**src/rtl/rcd_pkg.sv**
```systemverilog
package rcd_pkg;

    localparam int NUM_POS = 28;

    typedef enum logic [1:0] {
        ROLE_DATA = 2'd0,
        ROLE_CKE  = 2'd1,
        ROLE_ODT  = 2'd2,
        ROLE_CS   = 2'd3
    } role_e;

    // zero-based bit indices, map 0
    localparam int M0_CKE_LO = 5;
    localparam int M0_CKE_HI = 7;
    localparam int M0_ODT_LO = 14;
    localparam int M0_ODT_HI = 15;
    localparam int M0_CS0    = 13;
    localparam int M0_CS1    = 12;
    // zero-based bit indices, map 1
    localparam int M1_CKE_LO = 20;
    localparam int M1_CKE_HI = 22;
    localparam int M1_ODT_LO = 12;
    localparam int M1_ODT_HI = 13;
    localparam int M1_CS0    = 14;
    localparam int M1_CS1    = 15;

    function automatic role_e role_of(input int idx, input logic map_b);
        role_e r;
        r = ROLE_DATA;
        if (!map_b) begin
            if (idx == M0_CKE_LO || idx == M0_CKE_HI)      r = ROLE_CKE;
            else if (idx == M0_ODT_LO || idx == M0_ODT_HI) r = ROLE_ODT;
            else if (idx == M0_CS0 || idx == M0_CS1)       r = ROLE_CS;
        end else begin
            if (idx == M1_CKE_LO || idx == M1_CKE_HI)      r = ROLE_CKE;
            else if (idx == M1_ODT_LO || idx == M1_ODT_HI) r = ROLE_ODT;
            else if (idx == M1_CS0 || idx == M1_CS1)       r = ROLE_CS;
        end
        return r;
    endfunction

endpackage

```
**src/rtl/rcd_role_decode.sv**
```systemverilog
module rcd_role_decode #(
    parameter int NPOS = rcd_pkg::NUM_POS
) (
    input  logic                         map_sel,
    output rcd_pkg::role_e [NPOS-1:0]    role_vec
);
    for (genvar i = 0; i < NPOS; i++) begin : g_role
        assign role_vec[i] = rcd_pkg::role_of(i, map_sel);
    end
endmodule

```
**src/rtl/rcd_gate_ctrl.sv**
```systemverilog
module rcd_gate_ctrl (
    input  logic       map_sel,
    input  logic       gate_en,
    input  logic [1:0] cs_map0,   // {cs1, cs0} as seen under map 0
    input  logic [1:0] cs_map1,   // {cs1, cs0} as seen under map 1
    output logic       capture_data
);
    logic [1:0] cs_sel;

    always_comb begin
        cs_sel       = map_sel ? cs_map1 : cs_map0;
        capture_data = !gate_en || !cs_sel[0] || !cs_sel[1];
    end
endmodule

```
**src/rtl/rcd_bit_reg.sv**
```systemverilog
module rcd_bit_reg (
    input  logic           clk,
    input  logic           rst_n,
    input  rcd_pkg::role_e role,
    input  logic           capture_data,
    input  logic           d,
    output logic           q_a,
    output logic           q_b
);
    import rcd_pkg::*;

    logic load;

    always_comb load = (role != ROLE_DATA) || capture_data;

    // two independent flops, one per output bank
    always_ff @(posedge clk or negedge rst_n) begin
        if (!rst_n)    q_a <= 1'b0;
        else if (load) q_a <= d;
    end

    always_ff @(posedge clk or negedge rst_n) begin
        if (!rst_n)    q_b <= 1'b0;
        else if (load) q_b <= d;
    end

    // a data bit loads when the gate controller allows it
    a_r2_capture: assert property (@(posedge clk) disable iff (!rst_n)
        (role == ROLE_DATA && capture_data) |=> (q_a == $past(d)));

    a_r3_hold: assert property (@(posedge clk) disable iff (!rst_n)
        (role == ROLE_DATA && !capture_data) |=> $stable(q_a));

    // side-band bits are never gated
    a_r4_ungated: assert property (@(posedge clk) disable iff (!rst_n)
        (role != ROLE_DATA) |=> (q_a == $past(d)));

    a_r9_banks: assert property (@(posedge clk) disable iff (!rst_n)
        q_a == q_b);
endmodule

```
**src/rtl/rcd_dual_register.sv**
```systemverilog
module rcd_dual_register #(
    parameter int NPOS = rcd_pkg::NUM_POS
) (
    input  logic            clk,
    input  logic            rst_n,
    input  logic            map_sel,
    input  logic            gate_en,
    input  logic [NPOS-1:0] d_in,
    output logic [NPOS-1:0] q_a,
    output logic [NPOS-1:0] q_b
);
    import rcd_pkg::*;

    role_e [NPOS-1:0] role_vec;
    logic             capture_data;

    rcd_role_decode #(.NPOS(NPOS)) u_roles (
        .map_sel  (map_sel),
        .role_vec (role_vec)
    );

    rcd_gate_ctrl u_gate (
        .map_sel      (map_sel),
        .gate_en      (gate_en),
        .cs_map0      ({d_in[M0_CS1], d_in[M0_CS0]}),
        .cs_map1      ({d_in[M1_CS1], d_in[M1_CS0]}),
        .capture_data (capture_data)
    );

    for (genvar i = 0; i < NPOS; i++) begin : g_bit
        rcd_bit_reg u_bit (
            .clk          (clk),
            .rst_n        (rst_n),
            .role         (role_vec[i]),
            .capture_data (capture_data),
            .d            (d_in[i]),
            .q_a          (q_a[i]),
            .q_b          (q_b[i])
        );
    end

    // outputs are zero at any edge seen while reset is held
    a_r6_reset_clear: assert property (@(posedge clk)
        !rst_n |-> (q_a == '0 && q_b == '0));

    // nothing leaves zero between release and the first edge
    a_r10_release_quiet: assert property (@(posedge clk)
        $rose(rst_n) |-> (q_a == '0 && q_b == '0));
endmodule

```
**config.mk**
```make
export PLATFORM = sky130hd
export DESIGN_NAME = rcd_dual_register
export DESIGN_NICKNAME = d
export VERILOG_FILES = /design/src/rtl/rcd_pkg.sv /design/src/rtl/rcd_role_decode.sv /design/src/rtl/rcd_gate_ctrl.sv /design/src/rtl/rcd_bit_reg.sv /design/src/rtl/rcd_dual_register.sv
export SDC_FILE = /design/constraint.sdc
export NUM_CORES = 1
export LEC_CHECK = 0
export CORE_UTILIZATION = 34
export DETAILED_ROUTE_END_ITERATION = 10
export HOLD_SLACK_MARGIN = 0.12
export MAX_ROUTING_LAYER = met4
export PLACE_DENSITY = 0.77
export SYNTH_ARGS = -nofsm -noshare
export SYNTH_HDL_FRONTEND = slang
export SYNTH_SLANG_ARGS = --single-unit
```
**constraint.sdc**
```tcl
create_clock -name clk -period 0.8 [get_ports clk]
set_input_delay 0.12 -clock clk [delete_from_list [all_inputs] [get_ports clk]]
set_output_delay 0.12 -clock clk [all_outputs]
set_load 0.02 [all_outputs]
```
==> results of run 1 <==
-- registers in the layout, summed over array words and instances, names as in the netlist --
name             count
g_bit.u_bit.q_a     14
g_bit.u_bit.q_b     14
-- timing repair --
item / CTS / global route
endpoints found under the hold margin: 4 / 0
setup buffers: 11 / 2
hold buffers: 4 / 0
resized for setup: 380 / 15
cloned: 3 / 0
pin swaps: 3 / 2
setup endpoints to repair: 80 / 80
-- logic make-up (layout without fill, tap and decap cells) --
logic type	Yosys count	count (layout)
AND/OR/NAND/NOR	3	3
flip-flops	28	28
buffers and inverters	58	114
multiplexers	24	24
-- area by class of cell --
cell class | instances | area (µm²) | share of cell area, %
repair buffers | 110 | 1200 | 49.2
multi-input cells | 27 | 402 | 16.5
well taps | 50 | 62.6 | 2.57
clock buffers | 3 | 41.3 | 1.70
clock inverters | 1 | 30.0 | 1.23
flip-flops and latches | 28 | 701 | 28.8
-- worst max path at each step --
stage	startpoint	endpoint	slack (ns)	cells after the start
after floorplan	map_sel	g_bit[0].u_bit.q_b	-0.16	4
after global placement	gate_en	g_bit[27].u_bit.q_a	-0.70	5
after detailed placement	gate_en	g_bit[3].u_bit.q_b	-0.74	5
after CTS	map_sel	g_bit[26].u_bit.q_a	-0.20	8
after global routing	g_bit[22].u_bit.q_a	q_a[22]	-0.22	1
final	g_bit[18].u_bit.q_b	q_a[18]	-0.18	1
-- power by group --
part           total [µW]  leakage, µW  switching [µW]  internal (µW)
Combinational        1240     0.000789             492            753
Clock                1110    0.0000357             440            670
Sequential           1640     0.000326             124           1520
Total                4000      0.00115            1060           2940
-- per-layer routing --
metal / GRT usage (%) / wire (µm)
met1: 15.9 / 1210
met2: 26.9 / 1990
met3: 1.18 / 125
met4: 4.79 / 25
met5: - / 0
-- stage by stage --
step,TNS (ns),power (µW),std cells,hold slack (ns)
after floorplan,-3.10,2310,113,-0.176
after global placement,-31.02,2650,199,0.493
after detailed placement,-32.21,2670,199,0.499
after CTS,-12.73,4000,220,0.195
after global routing,-13.44,4180,219,0.208
final,-10.85,4000,219,0.190
-- cells in the final DEF, fill, tap and decap left out, drive strengths merged --
| cell type | n |
|---|---|
| buf | 81 |
| nand4 | 1 |
| dfrtp | 28 |
| mux2 | 24 |
| clkbuf | 3 |
| clkdlybuf4s50 | 25 |
| nand2 | 1 |
| dlygate4sd3 | 4 |
| nand4b | 1 |
| bufinv | 1 |
==> out/qor.yml, run 1 <==
cp.required_ns: 0.68
violations: "negative setup slack"
synth_mux_area_share_pct: 19.0
design_area_um2: 2430
drv_cap: 0
place_ws_ns: -0.736
drc: 0
synth_fa_ha_area_share_pct: 0
setup_viol: 80
synth_top_cell_area_share_pct: 47.9
syn_area_um2: 1460
fin_crit_sh_pct: 123
drtAntennaViolNets: 0
drv_slew: 0
core_um2: 4060
wl_per_cell_um: 15.3
critical_path.slowest_cell: "dfrtp_1"
endpoint_kind: "primary output"
hpwlAfterDp_mm: 2.15
maxSlewHeadroom_pct: 89.0
finClkSkew_ns: 0
final_util_pct: 60.0
tightestPinTransition_ns: 0.165
yosysWarnings: 0
power_density_nw_per_um2: 1640
placedInstanceArea_um2: 2030
htreeDepth: 1
synth_cells: 113
ys_seq_elements: 28
max_freq_mhz: 1020
worstPathArrival_ns: 0.86
synth_edf_count: 0
fp.dieW_um: 67.6
grtUsageTotal_pct: 14.4
drt-total-wl_mm: 3.35
io_pins: 88
grt_max_degree: 29
filler_cell_count: 300
antenna_found_initial: 0
grt_pass1_vias: 961
vias_per_cell: 4.35
gp_congestion: 0.652
cpPeakStageDelay_ns: 0.44
synth_area_leader_cell: "dfrtp_1"
finalHoldViolations: 0
dieHeight_um: 67.6
rows: 23
ys_seq_area_share_pct: 47.9
io_buffers: 87
syn_to_final_growth_pct: 66.2
clockRootBuffer: "clkbuf_8"
clkTransAtPathRegs_ns: 0.10
critPathKind: "reg -> out"
synth_area_per_cell_um2: 13.0
vias: 953
cp-start-kind: "register"
status: "finished with violations"
r2r_cells: 2
yosys-top-cells-count: "buf_4 (56), dfrtp_1 (28), mux2_2 (22)"
synthesis.nets: 145
ir_drop_mv: 0.907
worstSkewPairLatency_ns: 0.27
crit_chain: "buf_6"
timing.rr.start: "g_bit[1].u_bit.q_b"
synth.area.top_cells: "dfrtp_1 (48%), buf_4 (29%), mux2_2 (17%), mux2_4 (2.1%), nand4b_4 (1.6%)"
cp_top_family: "flip-flops"
synthSimpleGateAreaFrac_pct: 2.91
die_area_um2: 4570
crit_path_max_fanout: 3
first_pass_iters: 4
cts_sinks: 28
fin_crit_ns: 0.985
finalWorstSetupSlack_ns: -0.185
start_util_pct: 36.1
r2r_setup_slack_ns: -0.14
yosysUniqueCellTypes: 8
first_iter_violations: 18
cts_tree: "done"
reg2reg_to: "g_bit[1].u_bit.q_b"
synth_top_family_by_area: "buffers and inverters"
layout-drive-gt1-share_pct: 66.3
overflow: 0
async_flop_share_pct: 100
clk_path_buf_depth: 2
layout.nets: 202
cts_inserted_buffers: 3
hp-class: "in -> async"
rsz0062_at_grt: "true"
synth_xor_area_share_pct: 0
grt_pass1_wl_mm: 4.68
p_leak_uw: 0.00115
synthFlopType: "dfrtp_1"
critical_path_buf_inv_count: 1
yosysMostFrequentCell: "buf_4"
diodes: 0
synth-compound-area-share_pct: 0
(Power assumes the default switching activity.)
==> run 2, diff against run 1 <==
--- a/config.mk
+++ b/config.mk
@@ -5,11 +5,13 @@
 export SDC_FILE = /design/constraint.sdc
 export NUM_CORES = 1
 export LEC_CHECK = 0
-export CORE_UTILIZATION = 34
+export ABC_AREA = 1
+export CORE_UTILIZATION = 39
 export DETAILED_ROUTE_END_ITERATION = 10
 export HOLD_SLACK_MARGIN = 0.12
 export MAX_ROUTING_LAYER = met4
 export PLACE_DENSITY = 0.77
 export SYNTH_ARGS = -nofsm -noshare
 export SYNTH_HDL_FRONTEND = slang
+export SYNTH_HIERARCHICAL = 1
 export SYNTH_SLANG_ARGS = --single-unit
==> run 2 against run 1 <==
Against the previous run: the run still ends with negative setup slack left; sequential share of layout area shrank 6.9 points; worst hold slack gained 0.012 ns; wire length grew 26%; design area grew 32%; combinational power grew 14%; cell count grew 100%; sequential power is essentially flat; clock-buffer cell count grew 1; critical path type unchanged; largest cell class unchanged.
==> out/qor.yml, run 2 <==
io_buffers: 87
cp_top_family: "flip-flops"
crit_chain: "buf_6"
synthFlopType: "dfrtp_1"
layout-drive-gt1-share_pct: 38.9
drv_slew: 0
critical_path.slowest_cell: "dfrtp_1"
htreeDepth: 1
synth_area_per_cell_um2: 7.30
grtUsageTotal_pct: 15.3
syn_area_um2: 2100
fin_crit_sh_pct: 123
synth_edf_count: 0
layout.nets: 406
final_cell_mix: "nand2_1 (78), buf_6 (60), conb_1 (48)"
place_ws_ns: -0.661
grt_pass1_wl_mm: 6.36
ys_seq_elements: 28
vias_per_cell: 3.89
clk_path_buf_depth: 2
ys_seq_area_share_pct: 33.3
max_freq_mhz: 1010
critical_path_buf_inv_count: 1
grt_pass1_vias: 1527
syn_to_final_growth_pct: 52.5
cts_inserted_buffers: 3
rows: 26
async_flop_share_pct: 100
cp-start-kind: "register"
total_power_uw: 3930
critPathKind: "reg -> out"
yosys-top-cells-count: "nand2_1 (87), buf_4 (83), inv_1 (30)"
hp-class: "in -> async"
power_density_nw_per_um2: 1220
placed_cells: 427
wl_per_cell_um: 9.50
largestRegisters: "g_bit.u_bit/q_a x28"
r2r_cells: 3
synth.area.top_cells: "dfrtp_1 (33%), buf_4 (30%), nand2_1 (16%), nor2_2 (8.3%), nand3_1 (6.7%)"
first_pass_iters: 4
synth_cells: 288
ir_drop_mv: 0.704
first_iter_violations: 45
cpPeakStageDelay_ns: 0.44
clkTransAtPathRegs_ns: 0.10
cp_num_cells: 1
synth_area_leader_cell: "dfrtp_1"
hpwlAfterDp_mm: 2.81
p_leak_uw: 0.00154
largest_reg_flops: 28
endpoint_kind: "primary output"
worstSkewPairLatency_ns: 0.27
yosysWarnings: 6
clockRootBuffer: "clkbuf_8"
overflow: 0
status: "finished with violations"
synth_top_cell_area_share_pct: 33.3
diodes: 0
vias: 1724
fp.dieW_um: 75.4
finClkSkew_ns: 0
cts_tree: "done"
layout.cells.non_filler: 443
rsz0062_at_grt: "true"
yosysMostFrequentCell: "nand2_1"
core_um2: 5140
antenna_found_initial: 0
io_pins: 88
cts_sinks: 28
drc: 0
start_util_pct: 40.9
crit_path_max_fanout: 3
drt-total-wl_mm: 4.21
fin_crit_ns: 0.985
dieHeight_um: 75.4
finalSetupTns_ns: -9.40
drtAntennaViolNets: 0
worstPathArrival_ns: 0.87
largest-register: "g_bit.u_bit/q_a"
finalWorstSetupSlack_ns: -0.185
finalHoldViolations: 0
violations: "negative setup slack"
setup_viol: 56
die_area_um2: 5690
yosysUniqueCellTypes: 9
gp_congestion: 0.708
filler_cell_count: 458
cp.required_ns: 0.68
final_common_cell: "nand2_1"
grt_max_degree: 29
drv_cap: 0
-- run 2: final timing paths --
| kind | slack, ns | start | to |
|---|---|---|---|
| min reg2reg | 0.56 | g_bit[27].u_bit/q_a | g_bit[27].u_bit/q_a |
| max reg2reg | 0.02 | g_bit[5].u_bit/q_a | g_bit[5].u_bit/q_a |
| max | -0.19 | g_bit[25].u_bit/q_a | q_b[25] |
| min in group clk | 0.25 | map_sel | g_bit[22].u_bit/q_a |
| max in group asynchronous | 0.43 | rst_n | g_bit[8].u_bit/q_a |
| min | 0.20 | rst_n | g_bit[3].u_bit/q_a |
-- run 2: kinds of logic (layout without fill, tap and decap cells) --
kind of cell / Yosys count / count (layout) / synth area share, %
and+or+nand+nor: 145 / 145 / 31.3
DFF: 28 / 28 / 33.3
buffers and inverters: 113 / 152 / 35.0
other: 2 / 48 / 0.357
-- run 2: power breakdown --
part / leakage [µW] / total, µW / switching (µW) / internal [µW]
Combinational: 0.00119 / 1410 / 689 / 725
Clock: 0.0000288 / 890 / 449 / 441
Sequential: 0.000328 / 1620 / 111 / 1510
-- run 2: what timing repair did --
item,4_1_cts,5_1_grt
gates cloned,2,0
hold endpoints to repair,4,0
resized for setup,351,54
buffers inserted,12,2
endpoints found under the setup margin,80,80
pin swaps,5,19
hold buffers,4,0
-- run 2: cell type report --
type / instances / area, µm² / share of cell area (%)
clock buffer: 4 / 55.1 / 1.72
inverter: 30 / 113 / 3.51
multi-input combinational: 193 / 1040 / 32.4
sequential: 28 / 701 / 21.9
tap: 70 / 87.6 / 2.73
timing repair buffer: 118 / 1210 / 37.8
-- run 2: per-stage QoR --
| step | cell area [µm²] | utilization, % | hold slack, ns |
|---|---|---|---|
| 2_1_floorplan | 2300 | - | -0.176 |
| 3_3_place_gp | 2820 | 54.8 | 0.504 |
| 3_5_place_dp | 2820 | 54.8 | 0.507 |
| 4_1_cts | 3090 | 60.1 | 0.203 |
| 5_1_grt | 3210 | 62.4 | 0.201 |
| 6_report | 3210 | 62.4 | 0.202 |
-- run 2: metal layers --
layer  up-vias  track usage, %  share of wire (%)
met1       764            16.0                 37
met4         0            4.94                1.1
met2        52            29.6                 57
met5         -               -                  0
li1        903               -                  -
met3         5            1.98                4.8
